[src/rtl/spl_pkg.sv]
package spl_pkg;
   typedef enum logic [1:0] {
      OP_READ  = 2'd0,
      OP_WRITE = 2'd1,
      OP_EXEC  = 2'd2,
      OP_BAD   = 2'd3
   } spl_op_e;

   localparam int LOCK_SPLIT = 0;
   localparam int LOCK_IPERM = 1;
   localparam int LOCK_DPERM = 2;
   localparam int LOCK_BITS  = 3;

   localparam int MON_INS = 0;
   localparam int MON_DAT = 1;
endpackage

[src/rtl/spl_cfg_regs.sv]
module spl_cfg_regs
   import spl_pkg::*;
#(
   parameter int ADDR_W  = 32,
   parameter int GB      = 9,
   parameter int LW      = 23,
   parameter int NI      = 3,
   parameter int ND      = 2,
   parameter int IDX_W   = 4,
   parameter int IPW     = 12,
   parameter int DPW     = 8
) (
   input  logic                   clk,
   input  logic                   rst_n,
   input  logic                   we,
   input  logic [IDX_W-1:0]       idx,
   input  logic [ADDR_W-1:0]      wdata,
   output logic [NI-1:0][LW-1:0]  ins_line,
   output logic [ND-1:0][LW-1:0]  dat_line,
   output logic [IPW-1:0]         ins_perm,
   output logic [DPW-1:0]         dat_perm,
   output logic [1:0]             mon_en
);
   localparam int IDX_IPERM = NI + ND;
   localparam int IDX_DPERM = NI + ND + 1;
   localparam int IDX_LOCK  = NI + ND + 2;
   localparam int IDX_MON   = NI + ND + 3;

   generate
      if (IDX_MON >= (1 << IDX_W)) begin : g_bad_idx
         $error("IDX_W too small for register map");
      end
      if (IPW > ADDR_W || DPW > ADDR_W || LW != ADDR_W - GB) begin : g_bad_w
         $error("field widths inconsistent with ADDR_W");
      end
   endgenerate

   logic [LOCK_BITS-1:0] lock_q;

   always_ff @(posedge clk or negedge rst_n) begin
      if (!rst_n) begin
         ins_line <= '0;
         dat_line <= '0;
         ins_perm <= '0;
         dat_perm <= '0;
         lock_q   <= '0;
         mon_en   <= '0;
      end else if (we) begin
         for (int i = 0; i < NI; i++) begin
            if (idx == IDX_W'(i) && !lock_q[LOCK_SPLIT]) ins_line[i] <= wdata[ADDR_W-1:GB];
         end
         for (int i = 0; i < ND; i++) begin
            if (idx == IDX_W'(NI + i) && !lock_q[LOCK_SPLIT]) dat_line[i] <= wdata[ADDR_W-1:GB];
         end
         if (idx == IDX_W'(IDX_IPERM) && !lock_q[LOCK_IPERM]) ins_perm <= wdata[IPW-1:0];
         if (idx == IDX_W'(IDX_DPERM) && !lock_q[LOCK_DPERM]) dat_perm <= wdata[DPW-1:0];
         if (idx == IDX_W'(IDX_LOCK)) lock_q <= lock_q | wdata[LOCK_BITS-1:0];
         if (idx == IDX_W'(IDX_MON))  mon_en <= wdata[1:0];
      end
   end

   // a set lock bit never drops
   p_lock_sticky_r5: assert property (@(posedge clk) disable iff (!rst_n)
      1'b1 |=> ((lock_q & $past(lock_q)) == $past(lock_q)));
   // split lines frozen under the split lock
   p_lines_frozen_r4: assert property (@(posedge clk) disable iff (!rst_n)
      lock_q[LOCK_SPLIT] |=> ($stable(ins_line) && $stable(dat_line)));
   // each permission field frozen under its own lock
   p_iperm_frozen_r6: assert property (@(posedge clk) disable iff (!rst_n)
      lock_q[LOCK_IPERM] |=> $stable(ins_perm));
   p_dperm_frozen_r6: assert property (@(posedge clk) disable iff (!rst_n)
      lock_q[LOCK_DPERM] |=> $stable(dat_perm));
endmodule

[config.mk]
export PLATFORM = sky130hd
export DESIGN_NAME = spl_cfg_regs
export DESIGN_NICKNAME = d
export VERILOG_FILES = /design/src/rtl/spl_pkg.sv /design/src/rtl/spl_cfg_regs.sv
export SDC_FILE = /design/constraint.sdc
export NUM_CORES = 1
export LEC_CHECK = 0
export ABC_AREA = 1
export BUFFER_PORTS_ARGS = -buffer_cell sky130_fd_sc_hd__clkbuf_2
export CAP_MARGIN = 20
export CELL_PAD_IN_SITES_DETAIL_PLACEMENT = 2
export CELL_PAD_IN_SITES_GLOBAL_PLACEMENT = 2
export CORE_MARGIN = 1.5
export CORE_UTILIZATION = 29
export DETAILED_ROUTE_END_ITERATION = 7
export GPL_ROUTABILITY_DRIVEN = 0
export PLACE_DENSITY_LB_ADDON = 0.25
export SYNTH_ARGS = -nofsm -noshare
export SYNTH_HDL_FRONTEND = slang
export SYNTH_SLANG_ARGS = --single-unit
[constraint.sdc]
create_clock -name clk -period 1.4 [get_ports clk]
set_input_delay 0.07 -clock clk [delete_from_list [all_inputs] [get_ports clk]]
set_output_delay 0.07 -clock clk [all_outputs]
set_load 0.1 [all_outputs]
==> impl_metrics.tcl, run 1 <==
set metrics [dict create \
    synth_compound_area_frac 0 \
    grt_pass1_wl_um 34100 \
    setup_ws_ps 30.3 \
    crit_family "buffers and inverters" \
    core_area_um2 18800 \
    synth_adder_area_share 0 \
    skew_ps 4.41 \
    reg2reg_setup_slack_ps 70 \
    crit_slowest_cell "clkbuf_2" \
    r2r_cells 7 \
    crit_path_start_kind "register" \
    firstDrtPassIters 4 \
    critPathMaxStageDelay_ps 480 \
    dp.cells 1032 \
    die_w_um 142 \
    vias 5473 \
    cts_buffer_depth 2 \
    min_period_over_period 0.978 \
    synthSimpleGateAreaFrac 0.335 \
    setup_viol 0 \
    clk_latency_ps 420 \
    clkTransAtPathRegs_ps 60 \
    grt_pass1_vias 5887 \
    hold_viol_final 0 \
    htree_levels 4 \
    clk_root_buffer_cell "clkbuf_16" \
    viasPerCell 4.97 \
    drv_slew 0 \
    area_delta_synth_final_pct 41.5 \
    antenna_found_initial 1 \
    r2r_end "dat_line[5]$_DFFE_PN0P_" \
    worstPathMaxFanout 2 \
    synth_area_per_cell_um2 8.85 \
    layout_commonest_cell "nand2_1" \
    initial_core_util 0.297 \
    globalRouteTotalUtil 0.227 \
    synth_area_um2 5570 \
    cts_tree "yes" \
    ys_seq_elements 140 \
    ant_nets 0 \
    power_uw 9230 \
    rsz0062_at_grt "true" \
    hp-start "wdata[10]" \
    grt_util_met3 0.0496 \
    nNetsFinal 892 \
    dp_hpwl_um 15000 \
    cts_inserted_buffers 17 \
    timing.final.crit_period_ps 1370 \
    leakagePower_uw 0.00457 \
    drv_cap 0 \
    wl_per_cell_um 20.3 \
    synth_xor_area_frac 0 \
    finish.utilization 0.420 \
    rr_startpoint "lock_q[0]$_DFFE_PN0P_" \
    drt_wl_total_um 22300 \
    drive_gt1_frac 0.294 \
    die_area_um2 20100 \
    met1_usage 0.292 \
    die_h_um 142 \
    synth_mux_area_frac 0 \
    portBuffers 175 \
    max-vdd-ir-drop_mv 0.808 \
    crit_cells 1 \
    layoutNonFillerInstCount 1101 \
    relSlewSlack 0.612 \
    yosysWarnings 0 \
    rows 50 \
    clock-sinks 140 \
    drt_iter0_markers 246 \
    busiest_layer "met2" \
    io_pins 176 \
    fin_tns_setup_ps 0 \
    arrival_ps 1300 \
    status "completed" \
    grt_start_max_net_pins 54 \
    fmax_ghz 0.730 \
    worstPathCellList "clkbuf_2" \
    syn_nets 669 \
    met2_usage 0.380 \
    max_slew.worst_pin.slew_ps 585 \
    grt_remaining_overflow 0 \
    crit_type "reg -> out" \
    setup.worst_path.start "ins_line[2]$_DFFE_PN0P_" \
    drc 0 \
    synth_cell_types 12 \
    critPathRequiredTime_ps 1330 \
    end_kind "output pin" \
    synth_top_family_by_area "simple AND/OR/NAND/NOR gates" \
    pre_cts_slack_ps 96.3 \
    power_density_nw_per_um2 1170 \
    crit_buf_inv 1 \
    holdCritPathClass "in -> reg" \
    ys_seq_area_frac 0.629 \
    crit_path_end "ins_line[2]" \
    synth_cells 630 \
    final_cell_mix "nand2_1 (310), clkbuf_2 (170), dfrtp_1 (140)" \
]
-- where the power goes --
part | leakage (µW) | internal (µW) | switching [µW] | total, µW
clock | 0.000270 | 2720 | 1830 | 4550
combinational | 0.00236 | 156 | 445 | 601
sequential | 0.00194 | 4060 | 9.35 | 4070
total | 0.00457 | 6940 | 2290 | 9230
-- synth_stat cells --
library cell	instances	area, µm²
buf_1	1	3.75
buf_2	32	160
clkbuf_1	1	3.75
dfrtp_1	140	3500
inv_1	8	30.0
inv_2	1	3.75
nand2_1	310	1160
nand3_1	116	581
nand3_2	5	50.1
nand4_1	2	12.5
nor2_1	10	37.5
nor2_2	4	25.0
-- layout make-up --
type,count,area [µm²]
fill,2084,10900
inverter,9,33.8
clock buffer,19,453
antenna,1,2.50
sequential,140,3500
clock inverter,13,140
multi-input combinational,447,1890
timing repair buffer,238,1570
tap,234,293
-- repair_timing --
action,CTS,global route
buffers inserted,0,3
gates resized for setup,0,6
setup endpoints to repair,0,96
hold endpoints to repair,150,0
hold buffers,30,0
-- state kept, by name, summed over array words and instances (netlist names) --
register  flops
dat_line     46
mon_en        2
ins_perm     12
lock_q        3
ins_line     69
dat_perm      8
-- metal layers --
metal | wire length (µm) | vias up
li1 | - | 2450
met1 | 9620 | 2823
met2 | 11100 | 167
met3 | 1110 | 33
met4 | 453 | 0
met5 | 0 | -
-- worst min path at each step --
stage,to,depth (start not counted)
5_1_grt,ins_line[36]$_DFFE_PN0P_,3
3_5_place_dp,dat_line[42]$_DFFE_PN0P_,1
6_report,dat_line[24]$_DFFE_PN0P_,3
4_1_cts,ins_line[36]$_DFFE_PN0P_,3
2_1_floorplan,dat_line[0]$_DFFE_PN0P_,0
3_3_place_gp,dat_line[42]$_DFFE_PN0P_,1
-- cells by family (layout without fill, tap and decap cells) --
group                  Yosys count  count (layout)
AND/OR/NAND/NOR                447             447
flip-flops                     140             140
buffers and inverters           43             279
other                            0               1
-- stage by stage --
stage | cell area (µm²) | hold WS, ps
floorplan | 5570 | -226
global placement | 6880 | 44.0
detailed placement | 6880 | 54.7
CTS | 7780 | 12.3
global route | 7890 | 30.5
finish | 7890 | 32.9
Power figures use the tool's default switching activity.
==> run 2: changes to the inputs <==
--- a/config.mk
+++ b/config.mk
@@ -6,13 +6,14 @@
 export NUM_CORES = 1
 export LEC_CHECK = 0
 export ABC_AREA = 1
-export BUFFER_PORTS_ARGS = -buffer_cell sky130_fd_sc_hd__clkbuf_2
+export ABC_CLOCK_PERIOD_IN_PS = 1400
 export CAP_MARGIN = 20
 export CELL_PAD_IN_SITES_DETAIL_PLACEMENT = 2
 export CELL_PAD_IN_SITES_GLOBAL_PLACEMENT = 2
 export CORE_MARGIN = 1.5
-export CORE_UTILIZATION = 29
+export CORE_UTILIZATION = 36
 export DETAILED_ROUTE_END_ITERATION = 7
+export DONT_BUFFER_PORTS = 1
 export GPL_ROUTABILITY_DRIVEN = 0
 export PLACE_DENSITY_LB_ADDON = 0.25
 export SYNTH_ARGS = -nofsm -noshare
==> run 2 against run 1 <==
  * The flow now finishes with violations (negative hold slack, negative setup slack)
  * Wire length rose by 12%
  * Sequential power barely moved
  * Cell count fell by 7.4%
  * Sequential share of layout area fell by 0.48 points
  * Clock power rose by 1%
  * Worst hold slack got worse by 690 ps
  * Clock skew rose by 8.7 ps
  * Core utilization rose by 11 points
==> impl_metrics.tcl, run 2 (same netlist as run 1, synthesis figures left out) <==
set metrics [dict create \
    status "finished, violations left" \
    failed_checks "negative hold slack, negative setup slack" \
    clkTransAtPathRegs_ps 60 \
    layout_commonest_cell "nand2_1" \
    holdWs_ps -654 \
    die_h_um 127 \
    wl_per_cell_um 24.5 \
    antenna_found_initial 0 \
    leakagePower_uw 0.00451 \
    cts_inserted_buffers 17 \
    fmax_ghz 0.714 \
    end_kind "register" \
    io_pins 176 \
    area_delta_synth_final_pct 43.0 \
    diodes 0 \
    viasPerCell 5.35 \
    portBuffers 0 \
    power_density_nw_per_um2 1150 \
    layoutNonFillerInstCount 1019 \
    fin_area_um2 7970 \
    met2_usage 0.556 \
    cts_hold_repair.buffers 39 \
    power_uw 9150 \
    regMostFlops "ins_line" \
    min_period_over_period 1.00 \
    vias 5452 \
    grt_pass1_vias 6303 \
    skew_ps 13.1 \
    drt_wl_total_um 24900 \
    drt_iter0_markers 301 \
    drive_gt1_frac 0.254 \
    cts_tree "yes" \
    grt_util_met3 0.0733 \
    grt_start_max_net_pins 141 \
    final_cell_mix "nand2_1 (310), buf_4 (159), dfrtp_1 (140)" \
    initial_core_util 0.368 \
    max-vdd-ir-drop_mv 0.825 \
    drv_cap 0 \
    relSlewSlack 0.679 \
    setup_viol 1 \
    postPlaceCellArea_um2 6890 \
    arrival_ps 1740 \
    die_area_um2 16200 \
    busiest_layer "met2" \
    worstPathMaxFanout 19 \
    htree_levels 4 \
    core_area_um2 15100 \
    nNetsFinal 858 \
    hold_viol_final 140 \
    grt_remaining_overflow 0 \
    die_w_um 127 \
    rows 45 \
    crit_path_start_kind "register" \
    largest_reg_flops 69 \
    clk_root_buffer_cell "clkbuf_16" \
    cts_buffer_depth 2 \
    crit_type "reg -> reg" \
    drv_slew 0 \
    holdCritPathClass "in -> async" \
    setup_ws_ps -1.42 \
    met1_usage 0.354 \
    pre_cts_slack_ps 3.28 \
    clk_latency_ps 430 \
    reg2reg_setup_slack_ps -1 \
    critPathRequiredTime_ps 1740 \
    timing.final.crit_period_ps 1400 \
    grt_pass1_wl_um 37400 \
    ant_nets 0 \
    clock-sinks 140 \
    dp_hpwl_um 13900 \
    globalRouteTotalUtil 0.310 \
    drc 0 \
    firstDrtPassIters 4 \
    max_slew.worst_pin.slew_ps 480 \
    top_regs "ins_line: 69 flops, dat_line: 46 flops, ins_perm: 12 flops" \
    dp.cells 943 \
]
[run 2: power by group]
part	internal, µW	switching, µW	leakage (µW)
clock	2800	1810	0.000287
sequential	4060	13.7	0.00194
combinational	120	344	0.00229
[run 2: critical path: stages, from the launching register on]
cell and delay, ps:
dfrtp_1 420, inv_2 100, nand2_1 100, nor2_4 120, buf_4 170, clkbuf_16 190, nand3_1 90, nand2_1 130
[run 2: final timing paths]
kind / cells past startpoint / startpoint / end
worst max-delay path: 7 / lock_q[0]$_DFFE_PN0P_ / ins_line[14]$_DFFE_PN0P_
worst min-delay path: 0 / rst_n / ins_line[33]$_DFFE_PN0P_
worst max register to register: 7 / lock_q[0]$_DFFE_PN0P_ / ins_line[14]$_DFFE_PN0P_
worst min register to register: 2 / ins_line[48]$_DFFE_PN0P_ / ins_line[48]$_DFFE_PN0P_
max in group asynchronous: 0 / rst_n / ins_perm[10]$_DFFE_PN0P_
min in group clk: 5 / idx[1] / dat_perm[6]$_DFFE_PN0P_
[run 2: routing by layer]
metal  vias up  routed length (µm)
li1       2382                   -
met5         -                   0
met4         0                 716
met3        48                1350
met2       194               13200
met1      2828                9620
[run 2: area by class of cell]
| class | count | area [µm²] |
|---|---|---|
| Tap cell | 188 | 235 |
| Multi-Input combinational cell | 447 | 1890 |
| Timing Repair Buffer | 204 | 1710 |
| Clock buffer | 21 | 480 |
| Sequential cell | 140 | 3500 |
| Clock inverter | 10 | 115 |
| Inverter | 9 | 33.8 |
| Fill cell | 1565 | 7170 |
[run 2: stage by stage]
step | TNS (ps) | utilization
6_report | -1.42 | 0.526
5_1_grt | -40.8 | 0.526
4_1_cts | 0 | 0.520
3_5_place_dp | 0 | 0.455
3_3_place_gp | 0 | 0.455
2_1_floorplan | 0 | -
[run 2: repair_timing]
item / in CTS / in global routing
gates resized for setup: 1 / 5
buffers inserted: 0 / 4
endpoints found under the setup margin: 1 / 97
gates cloned: 0 / 2
hold endpoints to repair: 280 / 140
pin swaps: 0 / 1
==> run 3: changes to the inputs <==
--- a/config.mk
+++ b/config.mk
@@ -12,10 +12,12 @@
 export CELL_PAD_IN_SITES_GLOBAL_PLACEMENT = 2
 export CORE_MARGIN = 1.5
 export CORE_UTILIZATION = 36
+export CTS_BUF_LIST = sky130_fd_sc_hd__clkbuf_16
 export DETAILED_ROUTE_END_ITERATION = 7
 export DONT_BUFFER_PORTS = 1
 export GPL_ROUTABILITY_DRIVEN = 0
 export PLACE_DENSITY_LB_ADDON = 0.25
+export REMOVE_ABC_BUFFERS = 1
 export SYNTH_ARGS = -nofsm -noshare
 export SYNTH_HDL_FRONTEND = slang
 export SYNTH_SLANG_ARGS = --single-unit
==> run 3 against run 2 <==
  * The flow finishes with violations (negative hold slack)
  * Critical path depth did not move
  * Fmax rose by 4.9%
  * Register-to-register slack improved by 60 ps
  * Via count rose by 1.2%
  * Non-clock buffer count rose by 3
  * Largest power group unchanged
==> impl_metrics.tcl, run 3 (same netlist as run 1, synthesis figures left out) <==
set metrics [dict create \
    status "finished, violations left" \
    failed_checks "negative hold slack" \
    clk_root_buffer_cell "clkbuf_16" \
    firstDrtPassIters 4 \
    die_area_um2 16200 \
    p_comb_frac 0.052 \
    seq_power_share 0.458 \
    dp_hpwl_um 14000 \
    max-vdd-ir-drop_mv 0.802 \
    holdCritPathClass "in -> async" \
    wl_per_cell_um 25.1 \
    postPlaceCellArea_um2 6940 \
    drv_slew 0 \
    top_regs "ins_line: 69 flops, dat_line: 46 flops, ins_perm: 12 flops" \
    holdWs_ps -662 \
    setup_ws_ps 63.4 \
    die_w_um 127 \
    leakagePower_uw 0.00451 \
    vias 5517 \
    viasPerCell 5.40 \
    crit_type "reg -> reg" \
    core_area_um2 15100 \
    rsz0062_at_grt "true" \
    setup_viol 0 \
    cts_tree "yes" \
    rr_startpoint "lock_q[0]$_DFFE_PN0P_" \
    io_pins 176 \
    rows 45 \
    regMostFlops "ins_line" \
    htree_levels 4 \
    cts_inserted_buffers 17 \
    die_h_um 127 \
    worstPathMaxFanout 16 \
    grt_pass1_vias 6346 \
    end_kind "register" \
    globalRouteTotalUtil 0.320 \
    p_int_uw 6740 \
    skew_ps 11.7 \
    reg2reg_setup_slack_ps 60 \
    fin_area_um2 7940 \
    max_slew.worst_pin.slew_ps 456 \
    p_switching_uw 2180 \
    clock-sinks 140 \
    final_cell_mix "nand2_1 (308), buf_4 (162), dfrtp_1 (140)" \
    diodes 0 \
    num-fill-cells 1600 \
    drt_wl_total_um 25600 \
    min_period_over_period 0.955 \
    fmax_ghz 0.748 \
    clkTransAtPathRegs_ps 70 \
    hold_viol_final 140 \
    crit_path_start_kind "register" \
    area_delta_synth_final_pct 42.5 \
    arrival_ps 1700 \
    drt_iter0_markers 285 \
    power_density_nw_per_um2 1120 \
    antenna_found_initial 0 \
    p_sw_frac 0.244 \
    initial_core_util 0.368 \
    nNetsFinal 861 \
    cts_hold_repair.buffers 40 \
    clock_power_share 0.491 \
    critPathRequiredTime_ps 1760 \
    pre_cts_slack_ps 70.7 \
    layout_commonest_cell "nand2_1" \
    drv_cap 0 \
    largest_reg_flops 69 \
    grt_pass1_wl_um 38300 \
    portBuffers 0 \
    drc 0 \
    drive_gt1_frac 0.252 \
    clk_latency_ps 430 \
    r2r_cells 7 \
    timing.final.crit_period_ps 1340 \
    cts_buffer_depth 2 \
    r2r_end "dat_line[6]$_DFFE_PN0P_" \
    grt_start_max_net_pins 141 \
    ant_nets 0 \
    relSlewSlack 0.695 \
    grt_remaining_overflow 0 \
]
-- run 3: cell count changes in the layout (fill, tap and decap cells not counted), sizes merged --
cell / change
buf: +3
clkbuf: -5
clkinv: +3
clkinvlp: -2
dlygate4sd3: +1
inv: +3
-- run 3: final cells by class --
type / count / area (µm²) / area share
clock inverter: 14 / 114 / 0.0143
inverter: 9 / 33.8 / 0.00425
tap: 188 / 235 / 0.0296
clock buffer: 17 / 425 / 0.0536
multi-input combinational: 447 / 1910 / 0.240
timing repair buffer: 207 / 1720 / 0.217
sequential: 140 / 3500 / 0.441
-- run 3: layer usage --
layer | global-route usage | share of wire
met1 | 0.362 | 0.38
met3 | 0.0733 | 0.051
met5 | 0 | 0
met4 | 0.153 | 0.031
met2 | 0.569 | 0.54
-- run 3: per-stage QoR --
stage           util  total power (µW)  hold WS, ps  setup TNS, ps  cells
6_report       0.524              8920         -662              0   1022
5_1_grt        0.524              9100         -679          -2.51   1022
4_1_cts        0.520              8860         -674              0   1020
3_5_place_dp   0.458              4440         -222              0    949
3_3_place_gp   0.458              4440         -221              0    949
2_1_floorplan      -              4340         -226        -216350    596
-- run 3: critical path, cell delays in order, from the launching register on --
cell,delay (ps)
dfrtp_1,420
inv_2,100
nand2_2,60
nor2_4,150
buf_12,150
buf_12,150
nand3_1,110
nand2_2,120
-- run 3: what timing repair did --
action,CTS,global route
resized for setup,0,7
hold endpoints to repair,280,140
setup endpoints to repair,0,79
buffers inserted,0,1
-- run 3: worst max-delay path by stage --
stage | from | to | slack, ps | depth (start not counted)
6_report | lock_q[0]$_DFFE_PN0P_ | dat_line[6]$_DFFE_PN0P_ | 60 | 7
3_3_place_gp | lock_q[0]$_DFFE_PN0P_ | ins_line[65]$_DFFE_PN0P_ | 180 | 6
3_5_place_dp | lock_q[0]$_DFFE_PN0P_ | dat_line[29]$_DFFE_PN0P_ | 70 | 5
4_1_cts | lock_q[0]$_DFFE_PN0P_ | dat_line[15]$_DFFE_PN0P_ | 50 | 6
2_1_floorplan | lock_q[0]$_DFFE_PN0P_ | ins_line[23]$_DFFE_PN0P_ | -2160 | 5
5_1_grt | lock_q[0]$_DFFE_PN0P_ | dat_line[12]$_DFFE_PN0P_ | -3 | 7
-- run 3: power by group through the flow --
stage | combinational, µW | clock, µW | sequential (µW)
finish | 463 | 4380 | 4080
detailed placement | 296 | 0 | 4150
floorplan | 67.4 | 0 | 4280
global route | 482 | 4540 | 4080
global placement | 288 | 0 | 4150
CTS | 445 | 4340 | 4080
